===== src/rtl/txDmaPkg.sv =====
package txDmaPkg;
  localparam int OWN_BIT = 7;
  localparam int EOF_BIT = 1;
  localparam int INT_BIT = 0;

  localparam logic [1:0] FLD_ADDR = 2'd0;
  localparam logic [1:0] FLD_CNT  = 2'd1;
  localparam logic [1:0] FLD_STAT = 2'd2;

  typedef enum logic [1:0] {
    ST_IDLE  = 2'd0,
    ST_WAIT  = 2'd1,
    ST_FETCH = 2'd2
  } seqState_t;

  typedef struct packed {
    logic clrOwn;
    logic sel;
  } descStrobe_t;
endpackage


===== src/rtl/txDescBank.sv =====
module txDescBank
  import txDmaPkg::*;
#(
  parameter int ADDR_W = 32,
  parameter int CNT_W  = 16,
  parameter int STAT_W = 8
) (
  input  logic                          clk,
  input  logic                          rstN,
  input  logic                          cpuWe,
  input  logic                          cpuSel,
  input  logic [1:0]                    cpuField,
  input  logic [ADDR_W-1:0]             cpuWdata,
  input  descStrobe_t                   strobe,
  output logic [1:0][ADDR_W-1:0]        descAddr,
  output logic [1:0][CNT_W-1:0]         descCnt,
  output logic [1:0][STAT_W-1:0]        descStat
);
  localparam int NUM_DESC = 2;

  for (genvar g = 0; g < NUM_DESC; g++) begin : gDesc
    logic hit;
    logic release_;
    assign hit      = cpuWe && (cpuSel == 1'(g)) && !descStat[g][OWN_BIT];
    assign release_ = strobe.clrOwn && (strobe.sel == 1'(g));

    always_ff @(posedge clk) begin
      if (!rstN) begin
        descAddr[g] <= '0;
        descCnt[g]  <= '0;
        descStat[g] <= '0;
      end else if (release_) begin
        descStat[g][OWN_BIT] <= 1'b0;
      end else if (hit) begin
        case (cpuField)
          FLD_ADDR: descAddr[g] <= cpuWdata;
          FLD_CNT:  descCnt[g]  <= cpuWdata[CNT_W-1:0];
          FLD_STAT: descStat[g] <= cpuWdata[STAT_W-1:0];
          default:  ;
        endcase
      end
    end

    // ownership only drops when the sequencer releases this descriptor
    a_r5_own_release: assert property (@(posedge clk) disable iff (!rstN)
      $fell(descStat[g][OWN_BIT]) |-> $past(strobe.clrOwn && strobe.sel == 1'(g)));

    // an owned descriptor keeps its address and count
    a_r6_owned_frozen: assert property (@(posedge clk) disable iff (!rstN)
      descStat[g][OWN_BIT] |=> ($stable(descAddr[g]) && $stable(descCnt[g])));
  end
endmodule


===== src/rtl/txSeqCtrl.sv =====
module txSeqCtrl
  import txDmaPkg::*;
#(
  parameter int ADDR_W = 32,
  parameter int CNT_W  = 16,
  parameter int STAT_W = 8,
  parameter int DATA_W = 8
) (
  input  logic                   clk,
  input  logic                   rstN,
  input  logic                   chanEn,
  input  logic                   ienBufDone,
  input  logic                   ienTxEmpty,
  input  logic [1:0][ADDR_W-1:0] descAddr,
  input  logic [1:0][CNT_W-1:0]  descCnt,
  input  logic [1:0][STAT_W-1:0] descStat,
  output descStrobe_t            strobe,
  output logic                   nextBuf,
  output logic                   memValid,
  output logic [ADDR_W-1:0]      memAddr,
  input  logic                   memReady,
  input  logic [DATA_W-1:0]      memData,
  output logic                   fifoPush,
  output logic [DATA_W-1:0]      fifoData,
  output logic                   fifoEof,
  input  logic                   fifoFull,
  input  logic                   txLineIdle,
  output logic                   crcReq,
  output logic                   bufDoneIrq,
  output logic                   txEmptyIrq
);
  seqState_t          state;
  logic               cur;
  logic [ADDR_W-1:0]  addrQ;
  logic [CNT_W-1:0]   remQ;
  logic [STAT_W-1:0]  curStat;
  logic               curOwn;
  logic               zeroCnt;
  logic               beat;
  logic               lastBeat;

  assign curStat  = descStat[cur];
  assign curOwn   = curStat[OWN_BIT];
  assign zeroCnt  = (descCnt[cur] == '0);
  assign beat     = (state == ST_FETCH) && !fifoFull && memReady;
  assign lastBeat = beat && (remQ == CNT_W'(1));

  always_comb begin
    strobe.sel    = cur;
    strobe.clrOwn = lastBeat || ((state == ST_WAIT) && curOwn && zeroCnt);
  end

  assign nextBuf  = cur;
  assign memValid = (state == ST_FETCH) && !fifoFull;
  assign memAddr  = addrQ;
  assign fifoPush = beat;
  assign fifoData = memData;
  assign fifoEof  = lastBeat && curStat[EOF_BIT];

  always_ff @(posedge clk) begin
    if (!rstN || !chanEn) begin
      state      <= ST_IDLE;
      cur        <= 1'b0;
      crcReq     <= 1'b0;
      bufDoneIrq <= 1'b0;
      txEmptyIrq <= 1'b0;
      if (!rstN) begin
        addrQ <= '0;
        remQ  <= '0;
      end
    end else begin
      crcReq     <= lastBeat && curStat[EOF_BIT];
      bufDoneIrq <= lastBeat && ienBufDone && curStat[INT_BIT];
      txEmptyIrq <= ienTxEmpty && txLineIdle && (state == ST_WAIT);
      case (state)
        ST_IDLE: state <= ST_WAIT;
        ST_WAIT: begin
          if (curOwn) begin
            if (zeroCnt) begin
              cur <= ~cur;
            end else begin
              addrQ <= descAddr[cur];
              remQ  <= descCnt[cur];
              state <= ST_FETCH;
            end
          end
        end
        ST_FETCH: begin
          if (beat) begin
            addrQ <= addrQ + 1'b1;
            remQ  <= remQ - 1'b1;
            if (lastBeat) begin
              cur   <= ~cur;
              state <= ST_WAIT;
            end
          end
        end
        default: state <= ST_IDLE;
      endcase
    end
  end

  // fetching only ever happens on an owned current descriptor
  a_r2_fetch_owned: assert property (@(posedge clk) disable iff (!rstN)
    (state == ST_FETCH) |-> curOwn);

  // the CRC request follows an end-of-frame push
  a_r7_crc_after_eof: assert property (@(posedge clk) disable iff (!rstN)
    crcReq |-> $past(fifoPush && fifoEof));

  // buffer-done follows a pushed byte
  a_r8_irq_after_push: assert property (@(posedge clk) disable iff (!rstN)
    bufDoneIrq |-> $past(fifoPush));

  // the pointer moves only together with an ownership release
  a_r5_alternate: assert property (@(posedge clk) disable iff (!rstN)
    (!$stable(cur) && chanEn && $past(chanEn)) |-> $past(strobe.clrOwn));

  // disabling parks the sequencer on descriptor A
  a_r11_disable: assert property (@(posedge clk) disable iff (!rstN)
    !chanEn |=> ((state == ST_IDLE) && !cur && !memValid));
endmodule


===== src/rtl/txDmaSeq.sv =====
module txDmaSeq
  import txDmaPkg::*;
#(
  parameter int ADDR_W = 32,
  parameter int CNT_W  = 16,
  parameter int STAT_W = 8,
  parameter int DATA_W = 8
) (
  input  logic              clk,
  input  logic              rstN,
  input  logic              chanEn,
  input  logic              ienBufDone,
  input  logic              ienTxEmpty,
  input  logic              cpuWe,
  input  logic              cpuSel,
  input  logic [1:0]        cpuField,
  input  logic [ADDR_W-1:0] cpuWdata,
  output logic [STAT_W-1:0] statA,
  output logic [STAT_W-1:0] statB,
  output logic              nextBuf,
  output logic              memValid,
  output logic [ADDR_W-1:0] memAddr,
  input  logic              memReady,
  input  logic [DATA_W-1:0] memData,
  output logic              fifoPush,
  output logic [DATA_W-1:0] fifoData,
  output logic              fifoEof,
  input  logic              fifoFull,
  input  logic              txLineIdle,
  output logic              crcReq,
  output logic              bufDoneIrq,
  output logic              txEmptyIrq
);
  descStrobe_t             strobe;
  logic [1:0][ADDR_W-1:0]  descAddr;
  logic [1:0][CNT_W-1:0]   descCnt;
  logic [1:0][STAT_W-1:0]  descStat;

  txDescBank #(.ADDR_W(ADDR_W), .CNT_W(CNT_W), .STAT_W(STAT_W)) uBank (
    .clk(clk), .rstN(rstN), .cpuWe(cpuWe), .cpuSel(cpuSel),
    .cpuField(cpuField), .cpuWdata(cpuWdata), .strobe(strobe),
    .descAddr(descAddr), .descCnt(descCnt), .descStat(descStat)
  );

  txSeqCtrl #(.ADDR_W(ADDR_W), .CNT_W(CNT_W), .STAT_W(STAT_W), .DATA_W(DATA_W)) uCtrl (
    .clk(clk), .rstN(rstN), .chanEn(chanEn), .ienBufDone(ienBufDone),
    .ienTxEmpty(ienTxEmpty), .descAddr(descAddr), .descCnt(descCnt),
    .descStat(descStat), .strobe(strobe), .nextBuf(nextBuf),
    .memValid(memValid), .memAddr(memAddr), .memReady(memReady),
    .memData(memData), .fifoPush(fifoPush), .fifoData(fifoData),
    .fifoEof(fifoEof), .fifoFull(fifoFull), .txLineIdle(txLineIdle),
    .crcReq(crcReq), .bufDoneIrq(bufDoneIrq), .txEmptyIrq(txEmptyIrq)
  );

  assign statA = descStat[0];
  assign statB = descStat[1];
endmodule


===== config.mk =====
export PLATFORM = sky130hd
export DESIGN_NAME = txDmaSeq
export DESIGN_NICKNAME = d
export VERILOG_FILES = /design/src/rtl/txDmaPkg.sv /design/src/rtl/txDescBank.sv /design/src/rtl/txSeqCtrl.sv /design/src/rtl/txDmaSeq.sv
export SDC_FILE = /design/constraint.sdc
export NUM_CORES = 1
export LEC_CHECK = 0
export ABC_AREA = 1
export BUFFER_PORTS_ARGS = -buffer_cell sky130_fd_sc_hd__buf_2
export CORE_AREA = 2 2 127 129
export DETAILED_ROUTE_END_ITERATION = 6
export DIE_AREA = 0 0 129 131
export PLACE_DENSITY = 0.88
export SLEW_MARGIN = 5
export SYNTH_ARGS = -nofsm -noshare
export SYNTH_HDL_FRONTEND = slang
export SYNTH_SLANG_ARGS = --single-unit

===== constraint.sdc =====
create_clock -name clk -period 6.5 [get_ports clk]
set_input_delay 0.975 -clock clk [delete_from_list [all_inputs] [get_ports clk]]
set_output_delay 0.975 -clock clk [all_outputs]
set_load 0.01 [all_outputs]

# Word level (Yosys, flattened, before mapping)
# Index checks and enable logic that the tools add are counted.
# word_totals
reg_bits,166
# op_classes
n_addsub,2
magnitude_cmp,1
bitwise,5
reduce_logical,41
n_eq_ne,14
muxes,28
# ops
op,n
two-way mux 32 bit,7
two-way mux 16 bit,7
case mux 32 bit (2 select lines),1
"adder 32 x 1 -> 32 bit, second input constant",1
case mux 16 bit (2 select lines),1
AND reduction 3 bit,6
"== test 16 x 1 -> 1 bit, second input constant",1
logical AND 1 bit,16
logical NOT 16 bit,1
two-way mux 8 bit,2
"subtractor 16 x 1 -> 16 bit, second input constant",1
AND reduction 5 bit,2
two-way mux 2 bit,4
"!= test 2 x 1 -> 1 bit, second input constant",4
"!= test 3 x 2 -> 1 bit, second input constant",2
case mux 2 bit (3 select lines),1
logical NOT 1 bit,5
inverter 1 bit,5
"== test 2 x 1 -> 1 bit, second input constant",2
"== test 2 bit, second input constant",2
logical NOT 2 bit,2
two-way mux 1 bit,4
"!= test 2 bit, second input constant",2
AND reduction 2 bit,2
8 further kinds,10

# Depth between registers and ports, before layout
# depth
depth_word,8
ltp_mapped,15
depth_no_buf,12

# Hierarchy
# A second synthesis with hierarchy kept.
# unflattened
cells_unflattened,1268
area_unflattened_um2,9066.2
# by_module_without_submodules
mod,seq_area_each_um2,cells_each,n_inst,area_each_um2
txDescBank,2242.2,615,1,4753.3
txSeqCtrl,1561.5,653,1,4312.9

# Worst setup path after synthesis
# No wires, ideal clock.
# synth_path
kind,input to register
start,in fifoFull
end,"reg uCtrl.addrQ[0], in the netlist uCtrl.memAddr[0] (enable)"
setup_slack_ns,1.194
cell_stages,3
arrival_ns,4.786
setup_ns,0.520
required_time_ns,5.980
path_buffers,0
cell_sequence,nor3b_2 > o21ai_0 > o21ai_0
# synth_between
elab_chain_cells,5
# synth_rtl
element,line,rtl
start: declaration,txDmaSeq.sv:28,"input logic fifoFull,"
logical NOT 1 bit,txSeqCtrl.sv:45,assign beat = (state == ST_FETCH) && !fifoFull && memReady;
logical AND 1 bit (2 in a row),txSeqCtrl.sv:45,
!= test 3 x 2 -> 1 bit (no line),-,
AND reduction 5 bit (no line),-,
end signal: assignment,txSeqCtrl.sv:82,addrQ <= descAddr[cur];
end signal: assignment,txSeqCtrl.sv:90,addrQ <= addrQ + 1'b1;
end: declaration,txSeqCtrl.sv:34,logic [ADDR_W-1:0] addrQ;
# No other way between the ends.
# A chain may end at the register's enable or synchronous reset.

# Worst setup path after layout
# layout_path
start,reg uCtrl.state[0]
end,out fifoEof
# layout_between
elab_chain_cells,5
# layout_rtl
element,line,rtl
start: declaration,txSeqCtrl.sv:32,seqState_t state;
start signal: assignment,txSeqCtrl.sv:62,state <= ST_IDLE;
start signal: assignment,txSeqCtrl.sv:76,ST_IDLE: state <= ST_WAIT;
start signal: assignment,txSeqCtrl.sv:84,state <= ST_FETCH;
== test 2 bit,txSeqCtrl.sv:45,
logical AND 1 bit (2 in a row),txSeqCtrl.sv:45,
logical AND 1 bit,txSeqCtrl.sv:46,assign lastBeat = beat && (remQ == CNT_W'(1));
logical AND 1 bit,txSeqCtrl.sv:58,assign fifoEof = lastBeat && curStat[EOF_BIT];
end: declaration,txDmaSeq.sv:27,"output logic fifoEof,"
# No other way between the ends.

==> flow_metrics.tcl <==
set metrics [dict create \
    fmax_mhz 307 \
    clock_skew_ns 0.00743 \
    ctsHoldBuffers 0 \
    insertion_delay_ns 0.43 \
    nets 1384 \
    critPathCaptureType "primary output" \
    hold_class "flip-flop to flip-flop" \
    drtIter0Drc 1051 \
    place_worst_setup_slack_ns 3.39 \
    met3_usage_pct 5.82 \
    vias_per_cell 5.63 \
    chipWidth_um 129 \
    min_period_ns 3.26 \
    ys_warn_count 0 \
    synth.avg_cell_area_um2 6.86 \
    startpoint_type "flip-flop" \
    antenna_left 0 \
    synth_area_um2 8850 \
    grt_first_pass_wirelength_um 37700 \
    antenna_found_initial 0 \
    hold_viol_final 0 \
    antennaDiodeCount 0 \
    crit_type "flip-flop to primary output" \
    cp_cell_sequence "inv_1, ha_2, inv_2, nor3b_2, nand4_1, nor2_1, buf_2" \
    gp_congestion 0.926 \
    rsz0062_at_grt "no" \
    cpLargestDelayFamily "simple AND/OR/NAND/NOR gates" \
    firstDrtPassIters 5 \
    port_buffers 98 \
    cts_tree "built" \
    vias 8756 \
    synthCells 1290 \
    synth_enable_flop_cells 48 \
    numClockSinks 166 \
    period_share_pct 50.1 \
    ir_worst_vdd_uv 191 \
    cts_resized 0 \
    grt_pass1_vias 7576 \
    grt_usage_pct 28.1 \
    setup_viol 0 \
    synth.top_cell.area_share_pct 26.7 \
    p_per_area_nw_per_um2 251 \
    synth.net_count 1348 \
    cp.arrival_ns 2.28 \
    clkSlewWorstSetupHoldPaths_ns 0.06 \
    synth_largest_area_cell "dfxtp_1" \
    cp_max_fo 27 \
    cts_root_buffer "clkbuf_16" \
    globalRouteMet1Util_pct 41.2 \
    status "finished, final reports clean" \
    die_y_um 131 \
    busiest_layer "met2" \
    slowest_stage "nor3b_2" \
    wl_per_cell_um 15.2 \
    dp.final_hpwl_um 14700 \
    met2_usage_pct 41.5 \
    relSlewSlack_pct 24.1 \
    die-area_um2 16900 \
    worst_pin_slew_ns 1.14 \
    yosysMostFrequentCell "nand2_1" \
    p_leak_nw 4.44 \
    start_util_pct 56.8 \
    maxCapViolCount 0 \
    slowest_delay_ns 0.35 \
    fp-row-count 46 \
    post_cts_buffers 0 \
    ys_types 31 \
    core_area_um2 15600 \
    finalSetupTns_ns 0 \
    synth_common_cells "nand2_1 (273), nor2_1 (207), a21oi_1 (163), nand3_1 (143), dfxtp_1 (118)" \
    setup_ws_ns 3.24 \
    critPathBufInv 3 \
    ioPinCount 115 \
    synth_ff_type "dfxtp_1" \
    drt_wl_total_um 23500 \
    async_reset_ff_share_pct 0 \
    drcViolationCount 0 \
    cts_max_path_buffers 2 \
    worst_ep_required_time_ns 5.52 \
    report.final.slew_viol_count 0 \
    drive_gt1_share_pct 11.1 \
    ys_top_cells_by_area "dfxtp_1 (27%), edfxtp_1 (16%), nand2_1 (12%)" \
    syn_to_final_growth_pct 12.3 \
    seq_area_frac_synth_pct 43.0 \
    ys_seq_elements 166 \
    cts_made_buffers 17 \
    grt_max_degree 113 \
    h-tree-depth 4 \
    grt-ovfl-total 0 \
]
-- placed cells by master (no fill, tap or decap), types with 5 or more instances in the layout --
master / synthesis / routed
nor2_1: 207 / 203
inv_1: 104 / 104
buf_2: 18 / 97
edfxtp_1: 48 / 48
o21bai_1: 5 / 5
a21oi_1: 163 / 163
o21ai_0: 60 / 59
a31oi_1: 8 / 8
nand4_1: 11 / 11
nand3b_1: 7 / 7
ha_1: 6 / 5
nand3_1: 143 / 143
nor3_1: 17 / 17
nand2_1: 273 / 271
buf_4: 11 / 10
xor2_1: 11 / 11
clkbuf_16: 0 / 21
dfxtp_1: 118 / 117
-- report_power, final --
part	total (mW)	switching, mW	internal, mW
clock network	1.05	0.408	0.644
registers	1.16	0.0387	1.12
logic	0.285	0.190	0.0950
-- flip-flops by register name, indices dropped and copies added, names as in the netlist, 2 cells and up --
| signal | cells |
|---|---|
| uBank.descCnt | 32 |
| uCtrl.remQ | 16 |
| uCtrl.state | 2 |
| uCtrl.memAddr | 32 |
| uBank.descStat | 16 |
| uBank.descAddr | 64 |
-- layout make-up --
cell class	count	area (µm²)
clock inverters	4	51.3
inverters	106	398
repair buffers	107	561
fillers	1362	5660
clock buffers	27	572
flip-flops and latches	166	3800
well taps	216	270
multi-input cells	928	4290
-- path summary, 6_finish.rpt --
check             slack (ns)                 end               start  depth (start not counted)
hold / removal          0.48  uBank.descAddr[34]  uBank.descAddr[34]                          2
setup / recovery        3.24             fifoEof      uCtrl.state[0]                          7
hold reg to reg         0.48  uBank.descAddr[34]  uBank.descAddr[34]                          2
setup reg to reg        3.46  uBank.descAddr[47]       uCtrl.nextBuf                         12
-- cells by family (layout without fill, tap and decap cells) --
group / after synthesis / count (layout) / share of synthesized area (%)
XOR/XNOR: 14 / 14 / 1.38
buffers and inverters: 196 / 244 / 9.20
adder cells (fa/ha/maj): 6 / 6 / 0.848
AO/OA/AOI/OAI: 241 / 241 / 14.0
AND/OR/NAND/NOR: 665 / 665 / 31.4
multiplexers: 2 / 2 / 0.226
flip-flops: 166 / 166 / 43.0
-- per-stage QoR --
stage	utilization (%)	std cells	hold WS (ns)	cell area (µm²)	power, mW
floorplan	-	1290	0.446	8850	1.37
global placement	59.7	1523	0.456	9320	1.45
detailed placement	59.7	1523	0.465	9320	1.46
CTS	63.7	1554	0.480	9940	2.49
global route	63.7	1554	0.500	9940	2.58
finish	63.7	1554	0.478	9940	2.49
-- worst reg2reg max path, delay by kind of cell (launching register included) --
kind | cells | cell delay (ns)
buf+inv | 1 | 0.61
flops | 1 | 0.33
simple gates | 11 | 2.00
-- layer usage --
metal | vias to the layer above | routed length, µm
met5 | - | 0
met4 | 0 | 398
met3 | 37 | 2070
met2 | 413 | 10500
met1 | 4023 | 10600
li1 | 4283 | -
Power figures use the tool's default switching activity.
